$ cat config.mk
export PLATFORM = sky130hd
export DESIGN_NAME = mm_shadow_map
export DESIGN_NICKNAME = d
export VERILOG_FILES = /design/src/rtl/mm_pkg.sv /design/src/rtl/mm_ctrl_reg.sv /design/src/rtl/mm_region_dec.sv /design/src/rtl/mm_select.sv /design/src/rtl/mm_shadow_map.sv
export SDC_FILE = /design/constraint.sdc
export NUM_CORES = 1
export LEC_CHECK = 0
export BUFFER_PORTS_ARGS = -buffer_cell sky130_fd_sc_hd__buf_2
export CORE_AREA = 4 4 41 43
export DETAILED_ROUTE_END_ITERATION = 12
export DIE_AREA = 0 0 45 47
export PLACE_DENSITY = 0.52
export SKIP_LAST_GASP = 1
export SYNTH_ARGS = -nofsm -noshare
export SYNTH_HDL_FRONTEND = slang
export SYNTH_HIERARCHICAL = 1
export SYNTH_SLANG_ARGS = --single-unit
$ cat constraint.sdc
create_clock -name clk -period 1.35 [get_ports clk]
set_input_delay 0 -clock clk [delete_from_list [all_inputs] [get_ports clk]]
set_output_delay 0 -clock clk [all_outputs]
set_load 0.005 [all_outputs]
$ cat src/rtl/mm_pkg.sv
package mm_pkg;

    // Control word bit positions; software depends on these
    localparam int CTL_W         = 3;
    localparam int CTL_UNMAP_BIT = 0;
    localparam int CTL_WP_BIT    = 1;
    localparam int CTL_LOCK_BIT  = 2;

    typedef struct packed {
        logic lock;
        logic wp;
        logic unmap;
    } ctrl_t;

    typedef struct packed {
        logic rom_rng;
        logic io_pg;
        logic vec_rng;
    } region_t;

    typedef struct packed {
        logic rom_sel;
        logic ram_sel;
        logic ram_we;
    } sel_t;

    // Next control state from current state and a control write word
    function automatic ctrl_t ctrl_next(ctrl_t cur, logic [CTL_W-1:0] d);
        ctrl_t n;
        n.unmap = cur.unmap | d[CTL_UNMAP_BIT];
        n.lock  = cur.lock  | d[CTL_LOCK_BIT];
        n.wp    = cur.lock ? cur.wp : d[CTL_WP_BIT];
        return n;
    endfunction

    // Chip selects from region flags, direction and control state
    function automatic sel_t select(region_t r, logic rd, ctrl_t c);
        sel_t s;
        s.rom_sel = r.rom_rng & rd & ~c.unmap;
        s.ram_sel = ~s.rom_sel & ~r.io_pg;
        s.ram_we  = s.ram_sel & ~rd & ~(c.wp & r.vec_rng);
        return s;
    endfunction

endpackage

$ cat src/rtl/mm_ctrl_reg.sv
module mm_ctrl_reg
    import mm_pkg::*;
(
    input  logic             clk,
    input  logic             rst,
    input  logic             wr,
    input  logic [CTL_W-1:0] wdata,
    output ctrl_t            ctrl
);

    ctrl_t ctrl_q;

    always_ff @(posedge clk) begin
        if (rst)
            ctrl_q <= '0;
        else if (wr)
            ctrl_q <= ctrl_next(ctrl_q, wdata);
    end

    assign ctrl = ctrl_q;

    // unmap is sticky until reset
    a_r4_unmap_sticky: assert property (@(posedge clk) disable iff (rst)
        ctrl_q.unmap |=> ctrl_q.unmap);

    // lock is sticky and freezes write protect
    a_r7_lock_freezes_wp: assert property (@(posedge clk) disable iff (rst)
        ctrl_q.lock |=> (ctrl_q.lock && $stable(ctrl_q.wp)));

    // a control write with the unmap bit set unmaps next cycle
    a_r3_unmap_takes: assert property (@(posedge clk) disable iff (rst)
        (wr && wdata[CTL_UNMAP_BIT]) |=> ctrl_q.unmap);

endmodule

$ cat src/rtl/mm_region_dec.sv
module mm_region_dec
    import mm_pkg::*;
#(
    parameter int ADDR_W = 16,
    parameter int BANK_W = 8,
    parameter int PAGE_W = 8,
    parameter logic [ADDR_W-1:0] ROM_BASE = 16'h8000,
    parameter logic [ADDR_W-1:0] VEC_BASE = 16'hFC00,
    parameter logic [ADDR_W-PAGE_W-1:0] IO_PAGE = 8'h7F
) (
    input  logic [ADDR_W-1:0] addr,
    input  logic [BANK_W-1:0] bank,
    output region_t           region
);

    localparam int HI_W = ADDR_W - PAGE_W;

    logic             bank_zero;
    logic [HI_W-1:0]  page_no;

    assign bank_zero = (bank == '0);
    assign page_no   = addr[ADDR_W-1:PAGE_W];

    always_comb begin
        region         = '0;
        region.rom_rng = bank_zero && (addr >= ROM_BASE);
        region.vec_rng = bank_zero && (addr >= VEC_BASE);
        region.io_pg   = bank_zero && (page_no == IO_PAGE);
    end

endmodule

$ cat src/rtl/mm_select.sv
module mm_select
    import mm_pkg::*;
(
    input  region_t region,
    input  logic    rd,
    input  ctrl_t   ctrl,
    output sel_t    sel
);

    assign sel = select(region, rd, ctrl);

endmodule

$ cat src/rtl/mm_shadow_map.sv
module mm_shadow_map
    import mm_pkg::*;
#(
    parameter int ADDR_W = 16,
    parameter int BANK_W = 8,
    parameter logic [ADDR_W-1:0] ROM_BASE = 16'h8000,
    parameter logic [ADDR_W-1:0] VEC_BASE = 16'hFC00,
    parameter logic [ADDR_W-9:0] IO_PAGE  = 8'h7F
) (
    input  logic             clk,
    input  logic             rst,
    input  logic [ADDR_W-1:0] cpu_addr,
    input  logic [BANK_W-1:0] cpu_bank,
    input  logic             cpu_rd,
    input  logic             cfg_wr,
    input  logic [CTL_W-1:0] cfg_wdata,
    output logic             rom_sel,
    output logic             ram_sel,
    output logic             ram_wr_en
);

    ctrl_t   ctrl;
    region_t region;
    sel_t    sel;

    mm_ctrl_reg u_ctrl (
        .clk   (clk),
        .rst   (rst),
        .wr    (cfg_wr),
        .wdata (cfg_wdata),
        .ctrl  (ctrl)
    );

    mm_region_dec #(
        .ADDR_W   (ADDR_W),
        .BANK_W   (BANK_W),
        .PAGE_W   (8),
        .ROM_BASE (ROM_BASE),
        .VEC_BASE (VEC_BASE),
        .IO_PAGE  (IO_PAGE)
    ) u_dec (
        .addr   (cpu_addr),
        .bank   (cpu_bank),
        .region (region)
    );

    mm_select u_sel (
        .region (region),
        .rd     (cpu_rd),
        .ctrl   (ctrl),
        .sel    (sel)
    );

    assign rom_sel   = sel.rom_sel;
    assign ram_sel   = sel.ram_sel;
    assign ram_wr_en = sel.ram_we;

    // selects are exclusive, write enable only with RAM write
    a_r10_exclusive: assert property (@(posedge clk) disable iff (rst)
        !(rom_sel && ram_sel));
    a_r10_we_qualified: assert property (@(posedge clk) disable iff (rst)
        ram_wr_en |-> (ram_sel && !cpu_rd));

    // the ROM is never selected on a write
    a_r2_rom_never_written: assert property (@(posedge clk) disable iff (rst)
        !cpu_rd |-> !rom_sel);

    // the I/O page selects no memory
    a_r8_io_quiet: assert property (@(posedge clk) disable iff (rst)
        region.io_pg |-> (!rom_sel && !ram_sel && !ram_wr_en));

    // protected vector writes never reach RAM
    a_r5_vec_blocked: assert property (@(posedge clk) disable iff (rst)
        (ctrl.wp && region.vec_rng) |-> !ram_wr_en);

    // outside bank zero only RAM is selected
    a_r9_upper_banks_ram: assert property (@(posedge clk) disable iff (rst)
        (cpu_bank != '0) |-> (ram_sel && !rom_sel));

endmodule

==> out/metrics.yaml, run 1 <==
status: "complete, no violations"
reg2reg_to: "u_ctrl/ctrl[2]$_SDFFE_PP0P_"
hpwlAfterDp_um: 565
grt_usage: 0.0695
max_clock_freq_mhz: 799
r2r_slack_ns: 0.22
pwr-share-clk: 0.493
nFillCells: 154
dr.pass1.iters: 4
postSynthAreaPerCell_um2: 8.24
min_to: "u_ctrl/ctrl[0]$_SDFFE_PP0P_"
ios: 34
reg2reg_depth: 3
clock_latency_ns: 0.23
io_buffers: 25
r2r_start: "u_ctrl/ctrl[2]$_SDFFE_PP0P_"
chipWidth_um: 45
ir_drop_mv: 0.402
nNetsFinal: 89
power_density_mw_per_mm2: 768
synth_area_um2: 198
slew_viol_final: 0
syn-instance-count: 24
path_clk_slew_ns: 0.03
drc: 0
start_util: 0.152
die_area_mm2: 0.00212
fin_cells: 72
routabilityCongestion: 0.629
path_class: "input pin to output port"
worstPathMaxFanout: 3
ys_ff_latch: 3
n_antenna_cell: 0
via_per_inst: 4.32
setup_tns_ns: 0
power_frac_seq: 0.311
clock_path_buffers: 2
hold_slack_ns: 0.0396
row_count: 13
coreArea_mm2: 0.00130
hold_depth: 3
postCtsSetupBuffers: 0
relSlewSlack: 0.826
p_comb_frac: 0.195
layout_min_cycle_time_ns: 1.25
antenna_found_initial: 0
wl_um: 660
rsz0062_at_grt: "false"
vias: 311
ant_nets: 0
h-tree-depth: 1
cts_tree: "built"
layout_common_cells: "25 x buf_2, 3 x clkbuf_4, 3 x dlygate4sd3_1, 3 x dfxtp_1"
min_path_type: "input pin to flip-flop"
die-height_um: 47
largest_reg_flops: 3
clock_skew_ns: 0.0000371
wire_per_inst_um: 9.17
crit_required_ns: 1.35
grt_overflow: 0
cp-end-kind: "output port"
grt_pass1_wl_um: 1020
numClockSinks: 3
final_common_cell: "buf_2"
synth_nets: 55
clockRootBuffer: "clkbuf_4"
drv_cap: 0
internal-power_uw: 246
grt_pass1_vias: 289
switching_power_uw: 70.0
setup_viol: 0
worstSetupStartpointType: "input pin"
yosysSeqAreaShare: 0.304
drive_gt1_frac: 0.579
yosysWarningCount: 6
synth.distinct_cells: 17
dp_cells: 65
min-delay-start: "cfg_wr"
cts_inserted_buffers: 3
grt_max_degree: 5
drt_iter0_drc: 6
switching_share: 0.221
crit_arrival_ns: 1.25
hold_viol: 0
p_leak_nw: 0.196
period_share: 0.927
worstMarginPinSlew_ns: 0.258
syn_to_final_growth_pct: 108
==> power groups by stage <==
stage / Combinational, mW / Sequential [mW] / Clock, mW
2_1_floorplan: 0.0166 / 0.0989 / 0
3_3_place_gp: 0.0534 / 0.0998 / 0
3_5_place_dp: 0.0545 / 0.0999 / 0
4_1_cts: 0.0616 / 0.0986 / 0.162
5_1_grt: 0.0706 / 0.0991 / 0.177
6_report: 0.0617 / 0.0985 / 0.156
==> cells by family (layout without fill, tap and decap cells) <==
logic type      Yosys count  in the layout  synth area share
flops                     3              3             0.304
compound gates            4              4             0.114
buf+inv                   1             34            0.0190
simple gates             16             16             0.563
==> how the worst max path moves through the flow <==
stage	from	endpoint	slack [ns]	depth (start not counted)
after detailed placement	cpu_bank[7]	ram_wr_en	0.08	6
after global routing	cpu_bank[7]	ram_wr_en	0.03	5
after CTS	cpu_bank[7]	ram_wr_en	0.07	6
after global placement	cpu_bank[7]	ram_wr_en	0.06	6
after floorplan	cpu_bank[7]	ram_wr_en	0.33	3
final	cpu_bank[7]	ram_wr_en	0.1	6
==> layout make-up <==
class / instances / area (um2) / share of cell area
clock buffer: 4 / 26.3 / 0.0638
timing repair buffer: 29 / 163 / 0.395
inverter: 1 / 3.75 / 0.00912
multi-input combinational: 20 / 140 / 0.340
tap: 15 / 18.8 / 0.0456
sequential: 3 / 60.1 / 0.146
==> per-stage QoR <==
stage	setup WS [ns]	cell area, um2	power (mW)	util
after CTS	0.0710	405	0.322	0.312
after global routing	0.0305	412	0.347	0.316
after detailed placement	0.0793	349	0.154	0.268
final	0.0987	412	0.316	0.316
after global placement	0.0631	349	0.153	0.268
after floorplan	0.330	198	0.115	-
==> metal layers <==
metal	vias up	part of all wire	GRT usage
met4	0	0	0.0526
met1	133	0.37	0.0659
met5	-	0	0
li1	162	-	-
met3	0	0.12	0.0345
met2	16	0.51	0.116
==> worst max-delay path, cell delays in order <==
cell and delay (ns):
buf_2 0.09, or4_4 0.54, nor4_2 0.29, buf_4 0.15
a211oi_1 0.03, buf_2 0.14
==> cells in the mapped netlist <==
master     instances  area share
nor2_2             1       0.032
nor4_1             2       0.063
nor2_1             2       0.038
nor2b_1            1       0.032
a211oi_1           1       0.038
nor3_1             1       0.025
nand4_1            2       0.063
o21ai_1            1       0.025
nand2_1            1       0.019
nand4bb_1          1       0.057
a21oi_1            2       0.051
or4_4              2        0.11
nand4b_1           1       0.044
dfxtp_1            3        0.30
and3b_1            1       0.044
nand2b_1           1       0.032
inv_1              1       0.019
==> timing repair <==
action,in CTS,in global routing
hold buffers,3,0
gates resized for setup,0,1
hold endpoints to repair,2,0
endpoints found under the setup margin,0,1
Power figures use the tool's default switching activity.
==> inputs of run 2 (changes only) <==
Settings changed: ABC_AREA set to 1, PLACE_DENSITY 0.52 to 0.58.
==> out/metrics.yaml, run 2 <==
power_density_mw_per_mm2: 716  # -6.8%
switching_power_uw: 74.0  # +5.7%
switching_share: 0.233  # +0.0113
worstSetupStartpointType: "flip-flop"
synth_top_area_share: 0.227  # -0.0763
routabilityCongestion: 0.609  # -3.2%
status: "complete, no violations"
reg2reg_to: "u_ctrl/ctrl[1]$_SDFFE_PP0P_"
postLayoutCoreUtil: 0.341  # +0.0250
synth_nets: 84  # +53%
cts_inserted_buffers: 3  # unchanged
ant_nets: 0  # unchanged
internal-power_uw: 244  # -0.88%
synth-edff-count: 0  # unchanged
ir_drop_mv: 0.440  # +9.7%
period_share: 0.665  # -0.262
pwr-share-clk: 0.482  # -0.011
synth.distinct_cells: 10  # -7
clock_path_buffers: 2  # unchanged
chipWidth_um: 45  # unchanged
start_util: 0.203  # +0.0510
dp_cells: 93  # +43%
reg2reg_depth: 3  # unchanged
clock_latency_ns: 0.23  # about the same
p_leak_nw: 0.288  # +47%
clock_skew_ns: 0.00000841  # -0.0000287 ns
drc: 0  # unchanged
drt_iter0_drc: 1  # -5
rsz0062_at_grt: "false"
relSlewSlack: 0.901  # +0.0743
total_power_uw: 318  # +0.59%
worstPathMaxFanout: 2  # -1
grt_usage: 0.0710  # +0.00152
yosysWarningCount: 6  # unchanged
drive_gt1_frac: 0.398  # -0.181
ys_ff_latch: 3  # unchanged
antenna_found_initial: 0  # unchanged
cp-end-kind: "output port"
min_path_type: "input pin to flip-flop"
syn-instance-count: 53  # +120%
hold_depth: 3  # unchanged
r2r_slack_ns: 0.69  # +0.47 ns
postSynthAreaPerCell_um2: 4.98  # -40%
numClockSinks: 3  # unchanged
wire_per_inst_um: 6.84  # -25%
path_class: "flip-flop to output port"
crit_arrival_ns: 0.90  # -0.35 ns
grt_pass1_wl_um: 1080  # +5.4%
cts_tree: "built"
yosysTopAreaCell: "dfxtp_1"
yosysSeqAreaShare: 0.227  # -0.0763
synth_area_um2: 264  # +34%
crit_required_ns: 1.35  # about the same
min_to: "u_ctrl/ctrl[0]$_SDFFE_PP0P_"
ys_top_cells_by_area: "dfxtp_1 23%, inv_1 23%, nand2_1 23%"
nFillCells: 168  # +9.1%
hpwlAfterDp_um: 597  # +5.6%
final_common_cell: "buf_2"
synth_common_cells: "16 x inv_1, 16 x nand2_1, 9 x nor2_1"
nNetsFinal: 115  # +29%
max_clock_freq_mhz: 1110  # +39%
layout_common_cells: "25 x buf_2, 16 x nand2_1, 16 x inv_1"
layout_min_cycle_time_ns: 0.898  # -0.353 ns
grt_pass1_vias: 340  # +18%
setup_tns_ns: 0  # unchanged
p_comb_frac: 0.208  # +0.013
fin_cells: 98  # +36%
worstMarginPinSlew_ns: 0.148  # -0.110 ns
largest_reg_flops: 3  # unchanged
async_reset_ff_frac: 0  # unchanged
hold_viol: 0  # unchanged
r2r_start: "u_ctrl/ctrl[2]$_SDFFE_PP0P_"
drv_cap: 0  # unchanged
dr.pass1.iters: 2  # -2
die_area_mm2: 0.00212  # unchanged
syn_to_final_growth_pct: 68.2
n_antenna_cell: 0  # unchanged
power_frac_seq: 0.309  # -0.002
vias: 369  # +19%
grt_max_degree: 5  # unchanged
h-tree-depth: 1  # unchanged
path_clk_slew_ns: 0.03  # about the same
coreArea_mm2: 0.00130  # unchanged
grt_overflow: 0  # unchanged
final_area_um2: 444  # +7.9%
wl_um: 670  # +1.5%
clockRootBuffer: "clkbuf_4"
yosys_most_used_dff: "dfxtp_1"
via_per_inst: 3.77  # -13%
die-height_um: 47  # unchanged
ios: 34  # unchanged
slew_viol_final: 0  # unchanged
io_buffers: 25  # unchanged
row_count: 13  # unchanged
min-delay-start: "cfg_wdata[0]"
setup_viol: 0  # unchanged
cts_resized: 0  # unchanged
placedInstanceArea_um2: 408  # +17%
postCtsSetupBuffers: 0  # unchanged
-- run 2: cell types whose count changed after synthesis, sizes merged, moves of 2 or more --
cell   change
nor2       +7
nand3      +2
or4        -2
nand4      -2
nor4       -2
nand2     +16
inv       +17
-- run 2: worst max-delay path by stage --
stage | from | end | slack [ns] | depth (start not counted)
floorplan | u_ctrl/ctrl[2]$_SDFFE_PP0P_ | u_ctrl/ctrl[1]$_SDFFE_PP0P_ | 0.74 | 4
global placement | cpu_bank[0] | ram_wr_en | 0.51 | 10
detailed placement | cpu_bank[0] | ram_wr_en | 0.49 | 10
CTS | u_ctrl/ctrl[0]$_SDFFE_PP0P_ | ram_wr_en | 0.44 | 5
global route | u_ctrl/ctrl[0]$_SDFFE_PP0P_ | ram_wr_en | 0.38 | 5
finish | u_ctrl/ctrl[0]$_SDFFE_PP0P_ | ram_wr_en | 0.45 | 5
-- run 2: worst max-delay path, cell delays in order, from the launching register on --
cell and delay [ns]:
dfxtp_1 0.32, inv_1 0.05, nand3_2 0.06, nand2_2 0.06
nor2_2 0.07, buf_2 0.11
-- run 2: logic make-up (layout without fill, tap and decap cells) --
| logic type | after synthesis | count (layout) | share of synthesized area |
|---|---|---|---|
| and+or+nand+nor | 29 | 29 | 0.460 |
| buffers and inverters | 18 | 48 | 0.256 |
| AOI/OAI and AO/OA | 3 | 3 | 0.0569 |
| DFF | 3 | 3 | 0.227 |
-- run 2: area by class of cell --
type                            instances  area (um2)  share of cell area
Tap cell                               15        18.8              0.0423
Clock buffer                            4        26.3              0.0592
Sequential cell                         3        60.1               0.135
Inverter                               18        67.6               0.152
Multi-Input combinational cell         32         136               0.307
Timing Repair Buffer                   26         135               0.304
-- run 2: repair_timing --
item	4_1_cts	5_1_grt
hold buffers	1	0
endpoints found under the hold margin	2	0
setup endpoints to repair	0	0
-- run 2: power groups by stage --
stage                     clock network [mW]  registers [mW]  logic [mW]
after floorplan                            0          0.0991      0.0271
after global routing                   0.166          0.0995      0.0768
after global placement                     0          0.0996      0.0625
after CTS                              0.160          0.0985      0.0669
after detailed placement                   0          0.0998      0.0642
final                                  0.153          0.0984      0.0662
-- run 2: per-layer routing --
metal | track usage | wire, um | part of all wire
met5 | 0 | 0 | 0
met4 | 0.0526 | 0 | 0
met3 | 0.0307 | 95 | 0.14
met2 | 0.138 | 342 | 0.51
met1 | 0.0544 | 232 | 0.35
-- run 2: stage by stage --
step / worst slack, ns / hold slack, ns
finish: 0.452 / 0.00784
global route: 0.378 / 0.0306
CTS: 0.436 / 0.00397
detailed placement: 0.494 / 0.190
global placement: 0.514 / 0.191
floorplan: 0.744 / 0.0691
==> inputs of run 3 (changes only) <==
Settings changed: ABC_AREA 1 to 0, PLACE_DENSITY 0.58 to 0.54.
Clock period 1.35 ns to 0.8 ns, I/O delays scaled along.
==> out/metrics.yaml, run 3 (same netlist as run 1, synthesis figures left out) <==
slew_viol_final: 0  # unchanged
drive_gt1_frac: 0.625  # +0.227
cp-end-kind: "output port"
layout_common_cells: "22 x buf_2, 3 x clkbuf_4, 3 x dlygate4sd3_1, 3 x buf_6, 3 x dfxtp_1"
setup_viol: 3  # +3
ios: 34  # unchanged
nNetsFinal: 88  # -23%
grt_overflow: 0  # unchanged
hold_viol: 0  # unchanged
via_per_inst: 4.32  # +15%
vias: 307  # -17%
ant_nets: 0  # unchanged
clock_path_buffers: 2  # unchanged
h-tree-depth: 1  # unchanged
drv_cap: 0  # unchanged
period_share: 1.50
worstMarginPinSlew_ns: 0.251  # +0.102 ns
cts_tree: "built"
clockRootBuffer: "clkbuf_4"
postCtsSetupBuffers: 0  # unchanged
grt_pass1_wl_um: 1080  # +0.65%
row_count: 13  # unchanged
worstSetupStartpointType: "input pin"
max_clock_freq_mhz: 832
violations: "setup timing"
crit_arrival_ns: 1.20  # +0.30 ns
grt_max_degree: 5  # unchanged
drc: 0  # unchanged
status: "complete, but fails checks"
r2r_start: "u_ctrl/ctrl[2]$_SDFFE_PP0P_"
numClockSinks: 3  # unchanged
die-height_um: 47  # unchanged
coreArea_mm2: 0.00130  # unchanged
critPathLaunch: "cpu_bank[1]"
grt_usage: 0.0727  # +0.00164
largest_reg_flops: 3  # unchanged
p_leak_nw: 0.206  # -28%
die_area_mm2: 0.00212  # unchanged
worstPathMaxFanout: 3  # +1
reg2reg_depth: 2  # -1
crit_required_ns: 0.80  # -0.55 ns
wire_per_inst_um: 9.90  # +45%
cts_inserted_buffers: 3  # unchanged
clock_latency_ns: 0.23  # about the same
reg2reg_to: "u_ctrl/ctrl[1]$_SDFFE_PP0P_"
final_area_um2: 444  # unchanged
n_antenna_cell: 0  # unchanged
clock_skew_ns: 0.000595  # +0.000586 ns
drt_iter0_drc: 1  # unchanged
r2r_slack_ns: 0.16  # -0.53 ns
layout_min_cycle_time_ns: 1.20
start_util: 0.152  # -0.0510
placedInstanceArea_um2: 358  # -12%
io_buffers: 25  # unchanged
path_clk_slew_ns: 0.04  # about the same
grt_pass1_vias: 295  # -13%
place_ws_ns: -0.404  # -0.897 ns
final_common_cell: "buf_2"
syn_to_final_growth_pct: 125
path_class: "input pin to output port"
dr.pass1.iters: 2  # unchanged
antenna_found_initial: 0  # unchanged
rsz0062_at_grt: "true"
chipWidth_um: 45  # unchanged
hpwlAfterDp_um: 576  # -3.6%
min_path_type: "input pin to flip-flop"
ir_drop_mv: 0.897  # +100%
crit_path_end: "ram_sel"
setup_slack_ns: -0.402  # -0.854 ns
routabilityCongestion: 0.588  # -3.4%
relSlewSlack: 0.832  # -0.0690
power_density_mw_per_mm2: 1230  # +72%
wl_um: 703  # +4.9%
setup_tns_ns: -1.14  # -1.14 ns
run 3: worst min-delay path by stage:
| stage | from | endpoint | slack [ns] | depth (start not counted) |
|---|---|---|---|---|
| after floorplan | cpu_rd | ram_wr_en | 0.03 | 1 |
| after global placement | rst | u_ctrl/ctrl[2]$_SDFFE_PP0P_ | 0.21 | 2 |
| after detailed placement | rst | u_ctrl/ctrl[2]$_SDFFE_PP0P_ | 0.21 | 2 |
| after CTS | cfg_wdata[1] | u_ctrl/ctrl[1]$_SDFFE_PP0P_ | 0.04 | 3 |
| after global routing | cfg_wdata[1] | u_ctrl/ctrl[1]$_SDFFE_PP0P_ | 0.04 | 3 |
| final | cfg_wdata[1] | u_ctrl/ctrl[1]$_SDFFE_PP0P_ | 0.04 | 3 |
run 3: layout make-up:
class,instances,area (um2)
timing repair buffer,28,174
clock buffer,4,26.3
multi-input combinational,20,161
inverter,1,3.75
sequential,3,60.1
fill,144,857
tap,15,18.8
run 3: per-layer routing:
metal  vias to the layer above  global-route usage  share of wire
met5                         -                   0              0
met4                         0                   0              0
met3                         0              0.0460           0.15
met2                        25               0.105           0.40
met1                       125              0.0977           0.45
li1                        157                   -              -
run 3: repair_timing:
| item | CTS | global route |
|---|---|---|
| endpoints found under the setup margin | 3 | 3 |
| gates resized for setup | 2 | 3 |
| hold buffers | 3 | 0 |
| endpoints found under the hold margin | 2 | 0 |
| pin swaps | 1 | 2 |
run 3: power by group:
group          switching (mW)  internal, mW  leakage [nW]
clock network          0.0788         0.187        0.0150
registers             0.00543         0.161        0.0248
logic                  0.0410        0.0735         0.167
run 3: metrics by stage:
| stage | cells | util | total power, mW | hold slack (ns) |
|---|---|---|---|---|
| after floorplan | 24 | - | 0.198 | 0.0339 |
| after global placement | 64 | 0.275 | 0.262 | 0.207 |
| after detailed placement | 64 | 0.275 | 0.264 | 0.208 |
| after CTS | 71 | 0.327 | 0.551 | 0.0360 |
| after global routing | 71 | 0.341 | 0.591 | 0.0400 |
| final | 71 | 0.341 | 0.546 | 0.0423 |
run 3: worst max-delay path, stage by stage:
cell and delay (ns):
buf_6 0.09, or4_4 0.57, nor3_2 0.16, and3b_2 0.23
nor2_2 0.03, buf_2 0.12
